**src/rtl/hbm_pkg.sv**
```systemverilog
package hbm_pkg;

  typedef enum logic [1:0] {
    GRADE_OK   = 2'd0,
    GRADE_LOW  = 2'd1,
    GRADE_FAIL = 2'd2
  } cell_grade_e;

  // Fail dominates: a fail reading implies a low cell even if the low
  // comparator disagrees.
  function automatic cell_grade_e grade_of(input logic below_low, input logic below_fail);
    cell_grade_e g;
    if (below_fail)     g = GRADE_FAIL;
    else if (below_low) g = GRADE_LOW;
    else                g = GRADE_OK;
    return g;
  endfunction

  function automatic logic low_flag_n(input cell_grade_e g, input logic shown);
    return !(shown && (g != GRADE_OK));
  endfunction

  function automatic logic fail_flag_n(input cell_grade_e g, input logic shown);
    return !(shown && (g == GRADE_FAIL));
  endfunction

endpackage

```
**src/rtl/hbm_sync.sv**
```systemverilog
module hbm_sync #(
  parameter int          WIDTH     = 1,
  parameter int          STAGES    = 2,
  parameter logic [WIDTH-1:0] RESET_VAL = '0
) (
  input  logic             clk,
  input  logic             rst_n,
  input  logic [WIDTH-1:0] d,
  output logic [WIDTH-1:0] q
);

  logic [WIDTH-1:0] chain [STAGES];

  for (genvar s = 0; s < STAGES; s++) begin : g_stage
    if (s == 0) begin : g_first
      always_ff @(posedge clk or negedge rst_n) begin
        if (!rst_n) chain[s] <= RESET_VAL;
        else        chain[s] <= d;
      end
    end else begin : g_next
      always_ff @(posedge clk or negedge rst_n) begin
        if (!rst_n) chain[s] <= RESET_VAL;
        else        chain[s] <= chain[s-1];
      end
    end
  end

  assign q = chain[STAGES-1];

endmodule

```
**src/rtl/hbm_recovery_timer.sv**
```systemverilog
module hbm_recovery_timer #(
  parameter int DELAY = 4096
) (
  input  logic clk,
  input  logic rst_n,
  input  logic pf_s,
  input  logic start,
  output logic pending,
  output logic shown
);

  localparam int CW = (DELAY > 1) ? $clog2(DELAY) : 1;
  localparam logic [CW-1:0] LAST = CW'(DELAY - 1);

  logic [CW-1:0] cnt;

  always_ff @(posedge clk or negedge rst_n) begin
    if (!rst_n) begin
      pending <= 1'b0;
      shown   <= 1'b0;
      cnt     <= '0;
    end else if (pf_s) begin
      pending <= 1'b0;
      shown   <= 1'b0;
      cnt     <= '0;
    end else if (start) begin
      pending <= 1'b1;
      cnt     <= '0;
    end else if (pending) begin
      if (cnt == LAST) begin
        pending <= 1'b0;
        shown   <= 1'b1;
      end else begin
        cnt <= cnt + 1'b1;
      end
    end
  end

  // a failed supply always withdraws the display on the next edge
  assert_fail_hides_R2: assert property (@(posedge clk) disable iff (!rst_n)
    pf_s |=> !shown);
  // display only starts from a pending delay with good supply
  assert_show_from_pending_R4: assert property (@(posedge clk) disable iff (!rst_n)
    $rose(shown) |-> $past(pending) && !$past(pf_s));
  // counter never passes the delay limit
  assert_cnt_bound_R4: assert property (@(posedge clk) disable iff (!rst_n)
    cnt <= LAST);
  // pending and shown are exclusive
  assert_excl_R9: assert property (@(posedge clk) disable iff (!rst_n)
    !(pending && shown));

endmodule

```
**src/rtl/hbm_grade_latch.sv**
```systemverilog
module hbm_grade_latch
  import hbm_pkg::*;
(
  input  logic        clk,
  input  logic        rst_n,
  input  logic        capture,
  input  logic        below_low,
  input  logic        below_fail,
  output cell_grade_e grade
);

  always_ff @(posedge clk or negedge rst_n) begin
    if (!rst_n)       grade <= GRADE_OK;
    else if (capture) grade <= grade_of(below_low, below_fail);
  end

  // the grade moves only at a capture
  assert_grade_hold_R3: assert property (@(posedge clk) disable iff (!rst_n)
    !capture |=> $stable(grade));
  // a fail reading at capture yields the fail grade
  assert_fail_grade_R6: assert property (@(posedge clk) disable iff (!rst_n)
    (capture && below_fail) |=> (grade == GRADE_FAIL));

endmodule

```
**src/rtl/battery_health_monitor.sv**
```systemverilog
module battery_health_monitor
  import hbm_pkg::*;
#(
  parameter int SYNC_STAGES     = 2,
  parameter int RECOVERY_CYCLES = 4096
) (
  input  logic clk,
  input  logic rst_n,
  input  logic pwr_fail,
  input  logic cell_below_low,
  input  logic cell_below_fail,
  output logic batt_low_n,
  output logic batt_fail_n
);

  localparam int NSIG = 3;
  localparam logic [NSIG-1:0] SYNC_RST = 3'b100; // {pwr_fail, low, fail}

  logic [NSIG-1:0] raw_in, sync_out;
  logic            pf_s, low_s, fail_s;
  logic            pf_q;
  logic            pu_evt;
  logic            pending, shown;
  cell_grade_e     grade;

  assign raw_in = {pwr_fail, cell_below_low, cell_below_fail};

  hbm_sync #(.WIDTH(NSIG), .STAGES(SYNC_STAGES), .RESET_VAL(SYNC_RST)) u_sync (
    .clk   (clk),
    .rst_n (rst_n),
    .d     (raw_in),
    .q     (sync_out)
  );

  assign pf_s   = sync_out[2];
  assign low_s  = sync_out[1];
  assign fail_s = sync_out[0];

  // Previous synchronized supply state; reset treats the part as powered down.
  always_ff @(posedge clk or negedge rst_n) begin
    if (!rst_n) pf_q <= 1'b1;
    else        pf_q <= pf_s;
  end

  assign pu_evt = pf_q && !pf_s;

  hbm_grade_latch u_latch (
    .clk        (clk),
    .rst_n      (rst_n),
    .capture    (pu_evt),
    .below_low  (low_s),
    .below_fail (fail_s),
    .grade      (grade)
  );

  hbm_recovery_timer #(.DELAY(RECOVERY_CYCLES)) u_timer (
    .clk     (clk),
    .rst_n   (rst_n),
    .pf_s    (pf_s),
    .start   (pu_evt),
    .pending (pending),
    .shown   (shown)
  );

  assign batt_low_n  = low_flag_n(grade, shown);
  assign batt_fail_n = fail_flag_n(grade, shown);

  // flags inactive during reset
  assert_reset_idle_R1: assert property (@(posedge clk)
    !rst_n |-> (batt_low_n && batt_fail_n));
  // flags inactive the cycle after a synchronized power failure
  assert_pf_idle_R2: assert property (@(posedge clk) disable iff (!rst_n)
    pf_s |=> (batt_low_n && batt_fail_n));
  // a fail flag never appears without the low flag
  assert_fail_implies_low_R6: assert property (@(posedge clk) disable iff (!rst_n)
    !batt_fail_n |-> !batt_low_n);
  // shown flags are frozen while the supply stays good
  assert_frozen_R8: assert property (@(posedge clk) disable iff (!rst_n)
    (shown && !pf_s) |=> ($stable(batt_low_n) && $stable(batt_fail_n)));
  // a new crossing only happens with nothing on display
  assert_fresh_start_R9: assert property (@(posedge clk) disable iff (!rst_n)
    pu_evt |-> !shown);

endmodule

```
**config.mk**
```make
export PLATFORM = sky130hd
export DESIGN_NAME = battery_health_monitor
export DESIGN_NICKNAME = d
export VERILOG_FILES = /design/src/rtl/hbm_pkg.sv /design/src/rtl/hbm_sync.sv /design/src/rtl/hbm_recovery_timer.sv /design/src/rtl/hbm_grade_latch.sv /design/src/rtl/battery_health_monitor.sv
export SDC_FILE = /design/constraint.sdc
export NUM_CORES = 1
export LEC_CHECK = 0
export ABC_AREA = 1
export BUFFER_PORTS_ARGS = -buffer_cell sky130_fd_sc_hd__buf_4
export CORE_ASPECT_RATIO = 0.8
export CORE_MARGIN = 1.5
export CORE_UTILIZATION = 45
export DETAILED_ROUTE_END_ITERATION = 7
export GPL_ROUTABILITY_DRIVEN = 0
export PLACE_DENSITY = 0.65
export SETUP_SLACK_MARGIN = 0.3
export SLEW_MARGIN = 20
export SYNTH_ARGS = -nofsm -noshare
export SYNTH_HDL_FRONTEND = slang
export SYNTH_SLANG_ARGS = --single-unit
```
**constraint.sdc**
```tcl
create_clock -name clk -period 1.63 [get_ports clk]
set_input_delay 0.2445 -clock clk [delete_from_list [all_inputs] [get_ports clk]]
set_output_delay 0.2445 -clock clk [all_outputs]
set_load 0.02 [all_outputs]
```
==> results of run 1 <==
## sequential cells by signal, summed over array words and instances (netlist names)
signal and count:
pf_q 1, u_timer.cnt 12, u_timer.pending 1, u_timer.shown 1, u_sync.chain 3, u_latch.grade 2
u_sync.q 3
## power by group
group / leakage, nW / switching (mW) / internal (mW) / total, mW
Sequential: 0.295 / 0.0167 / 0.593 / 0.610
Combinational: 0.327 / 0.0464 / 0.0357 / 0.0820
Clock: 0.0139 / 0.183 / 0.0938 / 0.276
Total: 0.637 / 0.246 / 0.723 / 0.968
## worst max path at each step
| stage | start | end |
|---|---|---|
| after floorplan | u_timer.cnt[0]$_DFFE_PN0P_ | u_timer.cnt[6]$_DFFE_PN0P_ |
| after global placement | u_timer.cnt[0]$_DFFE_PN0P_ | u_timer.cnt[6]$_DFFE_PN0P_ |
| after detailed placement | u_timer.cnt[0]$_DFFE_PN0P_ | u_timer.cnt[2]$_DFFE_PN0P_ |
| after CTS | u_timer.cnt[1]$_DFFE_PN0P_ | u_timer.cnt[6]$_DFFE_PN0P_ |
| after global routing | u_timer.cnt[0]$_DFFE_PN0P_ | u_timer.cnt[2]$_DFFE_PN0P_ |
| final | u_timer.cnt[0]$_DFFE_PN0P_ | u_timer.cnt[2]$_DFFE_PN0P_ |
## routing by layer
layer  part of all wire (%)  track usage [%]  vias to the layer above
met5                      0                0                        -
met4                    1.1             5.91                        0
met3                    4.2             5.95                        4
met2                     49             32.7                       22
met1                     46             23.2                      463
li1                       -                -                      500
## worst reg2reg max path: stages, from the launching register on
cell	delay, ns
dfrtp_1	0.42
ha_4	0.17
nand2_4	0.06
nor2_4	0.13
nand3_4	0.12
a21oi_4	0.17
buf_12	0.15
nand2_1	0.05
o21ai_0	0.07
## cells in the mapped netlist, types with 2 or more instances
cell type / count / area, µm²
a21oi_1: 2 / 10.0
dfrtp_1: 20 / 500
dfstp_2: 3 / 78.8
inv_1: 12 / 45.0
nand2_1: 41 / 154
nand2_2: 2 / 12.5
nand3_1: 6 / 30.0
nand4_1: 9 / 56.3
nor2_1: 19 / 71.3
nor2_4: 2 / 22.5
o21ai_0: 8 / 40.0
o21ai_1: 3 / 15.0
## stage by stage
stage	hold WS (ns)	instance area [µm²]	std cells	power (mW)
after CTS	0.00550	1370	196	0.973
after global routing	0.350	1450	201	1.02
after detailed placement	0.154	1240	182	0.683
after global placement	0.151	1240	182	0.682
after floorplan	-0.0511	1130	137	0.651
final	0.317	1450	201	0.968
## cell type report
type	count	share of cell area [%]
flip-flops and latches	23	39.9
clock buffers	3	1.55
multi-input cells	99	36.3
inverters	14	3.62
repair buffers	25	15.0
clock inverters	1	0.517
well taps	36	3.10
## timing repair
action,in CTS,in global routing
buffers inserted,9,2
pin swaps,4,10
gates resized for setup,3,11
hold buffers,1,3
endpoints found under the setup margin,13,16
hold endpoints to repair,20,3
## kinds of logic (layout without fill, tap and decap cells)
family / Yosys count / after routing / synth area share, %
adder cells (fa/ha/maj): 1 / 1 / 1.11
AND/OR/NAND/NOR: 82 / 82 / 33.4
buffers and inverters: 15 / 43 / 5.64
flip-flops: 23 / 23 / 51.2
AO/OA/AOI/OAI: 16 / 16 / 8.63
==> impl_summary.txt, run 1 <==
----------------------------------------------------
[Run status]
  Status ... complete, no violations

[Setup path]
  Critical path, cell by cell ... ha_4 -> nand2_4 -> nor2_4 -> nand3_4 -> a21oi_4 -> buf_12 -> nand2_1 -> o21ai_0
  Kind of critical path ... register to register
  Levels on crit path ... 8
  Reg2reg end ... u_timer.cnt[2]$_DFFE_PN0P_
  Worst path bufs/invs ... 1
  Biggest cell delay along the critical path ... 0.42 ns
  Arrival time worst endpoint ... 1.65 ns
  Required @ worst endpoint ... 1.87 ns
  CP max-delay cell ... dfrtp_1
  Depth of the worst register-to-register path ... 8
  Crit path capture type ... register
  Worst setup SP type ... register
  FF-to-FF Start ... u_timer.cnt[0]$_DFFE_PN0P_
  Reg2Reg Setup Slack ... 0.22 ns
  Crit-path max FO ... 14
  Delay-heaviest family, CP ... flip-flops

[Power and ir drop]
  Leakage power total ... 0.637 nW
  PwrDens ... 667 mW/mm²
  Peak supply drop ... 534 µV

[Cells and area]
  Sequential standard cell area ... 579 µm²
  Area of the multi-input gates ... 527 µm²
  Fraction of layout instances using a drive strength above 1 ... 27.3%
  Leading cell type in the layout, fill and taps excluded ... nand2_1
  Commonest cells after routing, fill and taps aside ... nand2_1, dfrtp_1, buf_4, nor2_1, inv_1
  N_diodes ... 0
  Net count reported at finish ... 172
  Final core utilization ... 59.9%
  Number of filler instances in the final layout ... 227
  Area added between synthesis and finish ... 28.3%

[Detailed routing]
  Drt wl/cell ... 11.9 µm
  Post-detailed-route count of antenna-violating nets ... 0
  Total iterations of the first detailed-routing run ... 4
  DRC violations left ... 0
  Initial detailed-routing violation count ... 34
  Vias post-DR ... 989
  Via-per-instance ratio ... 4.92
  Wire length after detailed routing ... 2400 µm

[Placed design]
  Detailed Place HPWL ... 1570 µm
  Count of input and output buffers ... 6
  Worst Setup Slack post-DPL ... 0.0563 ns

[Synth]
  Number of enable-type register cells in the synthesized netlist ... 0
  Post-Synthesis Net Count ... 143
  Asr flop ratio synth ... 100%
  Synth Register Bits ... 23
  Average size of a mapped cell ... 8.26 µm²
  Total standard cell area after synthesis ... 0.00113 mm²
  Yosys synthesis warning count ... 0
  Sequential fraction of the synthesis area ... 51.2%
  Most frequently used flop master after synthesis ... dfrtp_1
  Post-Synthesis Cells ... 137
  Number of distinct library cells after synthesis ... 22

[Global route]
  Global-route wire length before repair ... 3800 µm
  GRT Util Overall ... 18.9%
  Via count of the first global-routing pass ... 872
  Largest net degree at the start of global routing ... 24
  Number of antenna violations at the first check in global routing ... 0
  Leftover overflow at the end of global routing ... 0

[Timing]
  Final clock period utilization by the worst path ... 86.5%
  Worst Tran Pin Value ... 0.305 ns
  Max Fclk ... 709 MHz
  Final period demand of the worst path ... 1.41 ns
  Setup violation total in the final timing report ... 0
  Number of max-slew violations in the final report ... 0
  Unrepaired setup endpoints after global routing ... true
  Final count of hold timing violations ... 0
  Worst-case headroom to the max-slew limit ... 79.7%
  Worst-case setup margin in the final layout ... 0.220 ns
  Skew final ... 0.0115 ns
  Final TNS setup ... 0 ns

[Floorplanning]
  Number of rows in the core area ... 16
  Core outline area ... 0.00242 mm²
  Initial cell density of the core ... 46.7%
  Ports placed on the boundary ... 7
  Die area ... 0.00282 mm²
  Vertical die dimension ... 47.8 µm
  X dimension of the die ... 59.1 µm

[CTS]
  Maximum buffer depth of the clock tree ... 2
  CTS Buf Count ... 3
  Worst skew pair latency ... 0.32 ns
  Clk pin slew, worst setup/hold paths ... 0.14 ns
  CTS Root Cell ... clkbuf_4
  CTS tree ... done
  Total number of H-tree levels ... 1
  Num Clock Sinks ... 23

[Min path]
  Worst hold path class ... primary input to asynchronous set/reset pin

[Run]
  Number of maximum-capacitance violations ... 0

----------------------------------------------------
No activity file was read; power rests on OpenSTA's default activity.
==> run 2: changes to the inputs <==
--- a/constraint.sdc
+++ b/constraint.sdc
@@ -3,2 +3,2 @@
 set_output_delay 0.2445 -clock clk [all_outputs]
-set_load 0.02 [all_outputs]
+set_load 0.005 [all_outputs]
==> run 2 against run 1 <==
First-iteration DRC count up 5.9%; largest cell class unchanged; routed wire length is 0.38% lower; critical endpoint unchanged; clock-buffer cell count did not move; worst setup slack better by 0.0034 ns; hold slack improved by 0.0031 ns; highest routed layer unchanged.
==> impl_summary.txt, run 2 (synthesis gave the netlist of run 1 again) <==
----------------------------------------------------
[Run status]
  Status ... complete, no violations

[Cells and area]
  Final core utilization ... 59.8%
  Non-filler cells in the finished layout ... 201
  Max reg flops ... 12
  Number of filler instances in the final layout ... 229
  Fraction of layout instances using a drive strength above 1 ... 27.3%
  Commonest cells after routing, fill and taps aside ... nand2_1, dfrtp_1, buf_4, nor2_1, inv_1
  Sequential standard cell area ... 579 µm²
  Post-route cell area ... 0.00145 mm²
  Area added between synthesis and finish ... 28.0%
  Net count reported at finish ... 172
  Register containing the most flip-flops in the final layout ... u_timer.cnt
  Area of the multi-input gates ... 527 µm²
  Leading cell type in the layout, fill and taps excluded ... nand2_1
  N_diodes ... 0

[Floorplanning]
  Core outline area ... 0.00242 mm²
  X dimension of the die ... 59.1 µm
  Vertical die dimension ... 47.8 µm
  Ports placed on the boundary ... 7
  Die area ... 0.00282 mm²
  Initial cell density of the core ... 46.7%
  Number of rows in the core area ... 16

[Placed design]
  Worst Setup Slack post-DPL ... 0.0563 ns
  Placed cells ... 182
  Count of input and output buffers ... 6
  Instance area at placement ... 0.00124 mm²
  Detailed Place HPWL ... 1570 µm

[CTS]
  Total number of H-tree levels ... 1
  CTS tree ... done
  CTS Root Cell ... clkbuf_4
  Num Clock Sinks ... 23
  Clk pin slew, worst setup/hold paths ... 0.14 ns
  Worst skew pair latency ... 0.32 ns
  Maximum buffer depth of the clock tree ... 2
  CTS Buf Count ... 3

[Setup path]
  Capturing instance or port of the critical path ... u_timer.cnt[2]$_DFFE_PN0P_
  Setup crit start ... u_timer.cnt[0]$_DFFE_PN0P_
  Depth of the worst register-to-register path ... 8
  Arrival time worst endpoint ... 1.65 ns
  Crit-path max FO ... 14
  Reg2reg end ... u_timer.cnt[2]$_DFFE_PN0P_
  Crit path capture type ... register
  Kind of critical path ... register to register
  Reg2Reg Setup Slack ... 0.22 ns
  Worst setup SP type ... register
  FF-to-FF Start ... u_timer.cnt[0]$_DFFE_PN0P_
  Required @ worst endpoint ... 1.87 ns

[Detailed routing]
  Top routing layer in use ... met4
  Routed length on met3 ... 116 µm
  Post-detailed-route count of antenna-violating nets ... 0
  Wire length after detailed routing ... 2390 µm
  Drt wl/cell ... 11.9 µm
  Vias post-DR ... 987
  DRC violations left ... 0
  Total iterations of the first detailed-routing run ... 4
  Initial detailed-routing violation count ... 36
  Via-per-instance ratio ... 4.91
  Met2 wire length ... 1170 µm
  Routed length on met1 ... 1070 µm

[Power and ir drop]
  Internal portion of total power ... 722 µW
  P_sw ... 243 µW
  Leakage power total ... 0.635 nW
  Sequential share of power ... 63.1%
  Switching part of the total power ... 25.2%
  Combinational group share of total power ... 8.5%
  Peak supply drop ... 533 µV
  PwrDens ... 667 mW/mm²
  Overall power after layout ... 966 µW
  Proportion of power drawn by the clock network ... 28.4%

[Timing]
  Setup violation total in the final timing report ... 0
  Number of max-slew violations in the final report ... 0
  Worst hold slack ... 0.320 ns
  Worst-case headroom to the max-slew limit ... 80.0%
  Worst Tran Pin Value ... 0.301 ns
  Final count of hold timing violations ... 0
  Unrepaired setup endpoints after global routing ... true
  Final period demand of the worst path ... 1.41 ns
  Final TNS setup ... 0 ns
  Final clock period utilization by the worst path ... 86.3%
  Skew final ... 0.0102 ns
  Worst-case setup margin in the final layout ... 0.224 ns
  Max Fclk ... 711 MHz

[Global route]
  Via count of the first global-routing pass ... 872
  Largest net degree at the start of global routing ... 24
  GRT Util Overall ... 18.9%
  Global-route wire length before repair ... 3800 µm
  Number of antenna violations at the first check in global routing ... 0
  Leftover overflow at the end of global routing ... 0

[Min path]
  Worst hold path class ... primary input to asynchronous set/reset pin

[Run]
  Number of maximum-capacitance violations ... 0

----------------------------------------------------
-- run 2: changes by cell type in the layout (fill, tap and decap cells not counted) --
cell and delta:
buf_4 +1, buf_6 -1
-- run 2: repair_timing --
item / in CTS / in global routing
hold endpoints to repair: 20 / 3
pin swaps: 4 / 9
hold buffers: 1 / 3
setup endpoints to repair: 13 / 15
setup buffers: 9 / 2
resized for setup: 3 / 10
-- run 2: cell type report --
cell class	count	area share, %
inverter	14	3.63
multi-input combinational	99	36.4
timing repair buffer	25	14.8
clock inverter	1	0.519
clock buffer	3	1.56
tap	36	3.11
sequential	23	40.0
-- run 2: layer usage --
metal  track usage, %  vias up
met3             5.95        4
met1             23.2      460
met4             5.91        0
li1                 -      500
met5                0        -
met2             32.7       23
-- run 2: power by group through the flow --
stage / combinational, mW / clock [mW] / sequential [mW]
2_1_floorplan: 0.0349 / 0 / 0.616
3_5_place_dp: 0.0635 / 0 / 0.619
3_3_place_gp: 0.0633 / 0 / 0.618
4_1_cts: 0.0749 / 0.290 / 0.608
5_1_grt: 0.0929 / 0.311 / 0.613
6_report: 0.0819 / 0.274 / 0.610
-- run 2: critical path: stages, from the launching register on --
cell     delay (ns)
dfrtp_1        0.42
ha_4           0.17
nand2_4        0.06
nor2_4         0.13
nand3_4        0.12
a21oi_4        0.17
buf_12         0.15
nand2_1        0.04
o21ai_0        0.07
-- run 2: worst min-delay path by stage --
stage                        start                           end  slack [ns]
after floorplan              rst_n  u_latch.grade[0]$_DFFE_PN0P_       -0.05
after global placement       rst_n    u_timer.cnt[5]$_DFFE_PN0P_        0.15
after detailed placement     rst_n    u_timer.cnt[5]$_DFFE_PN0P_        0.15
after CTS                 pwr_fail     u_sync.chain[5]$_DFF_PN1_       0.005
after global routing         rst_n    u_timer.cnt[6]$_DFFE_PN0P_        0.35
final                        rst_n    u_timer.cnt[4]$_DFFE_PN0P_        0.32
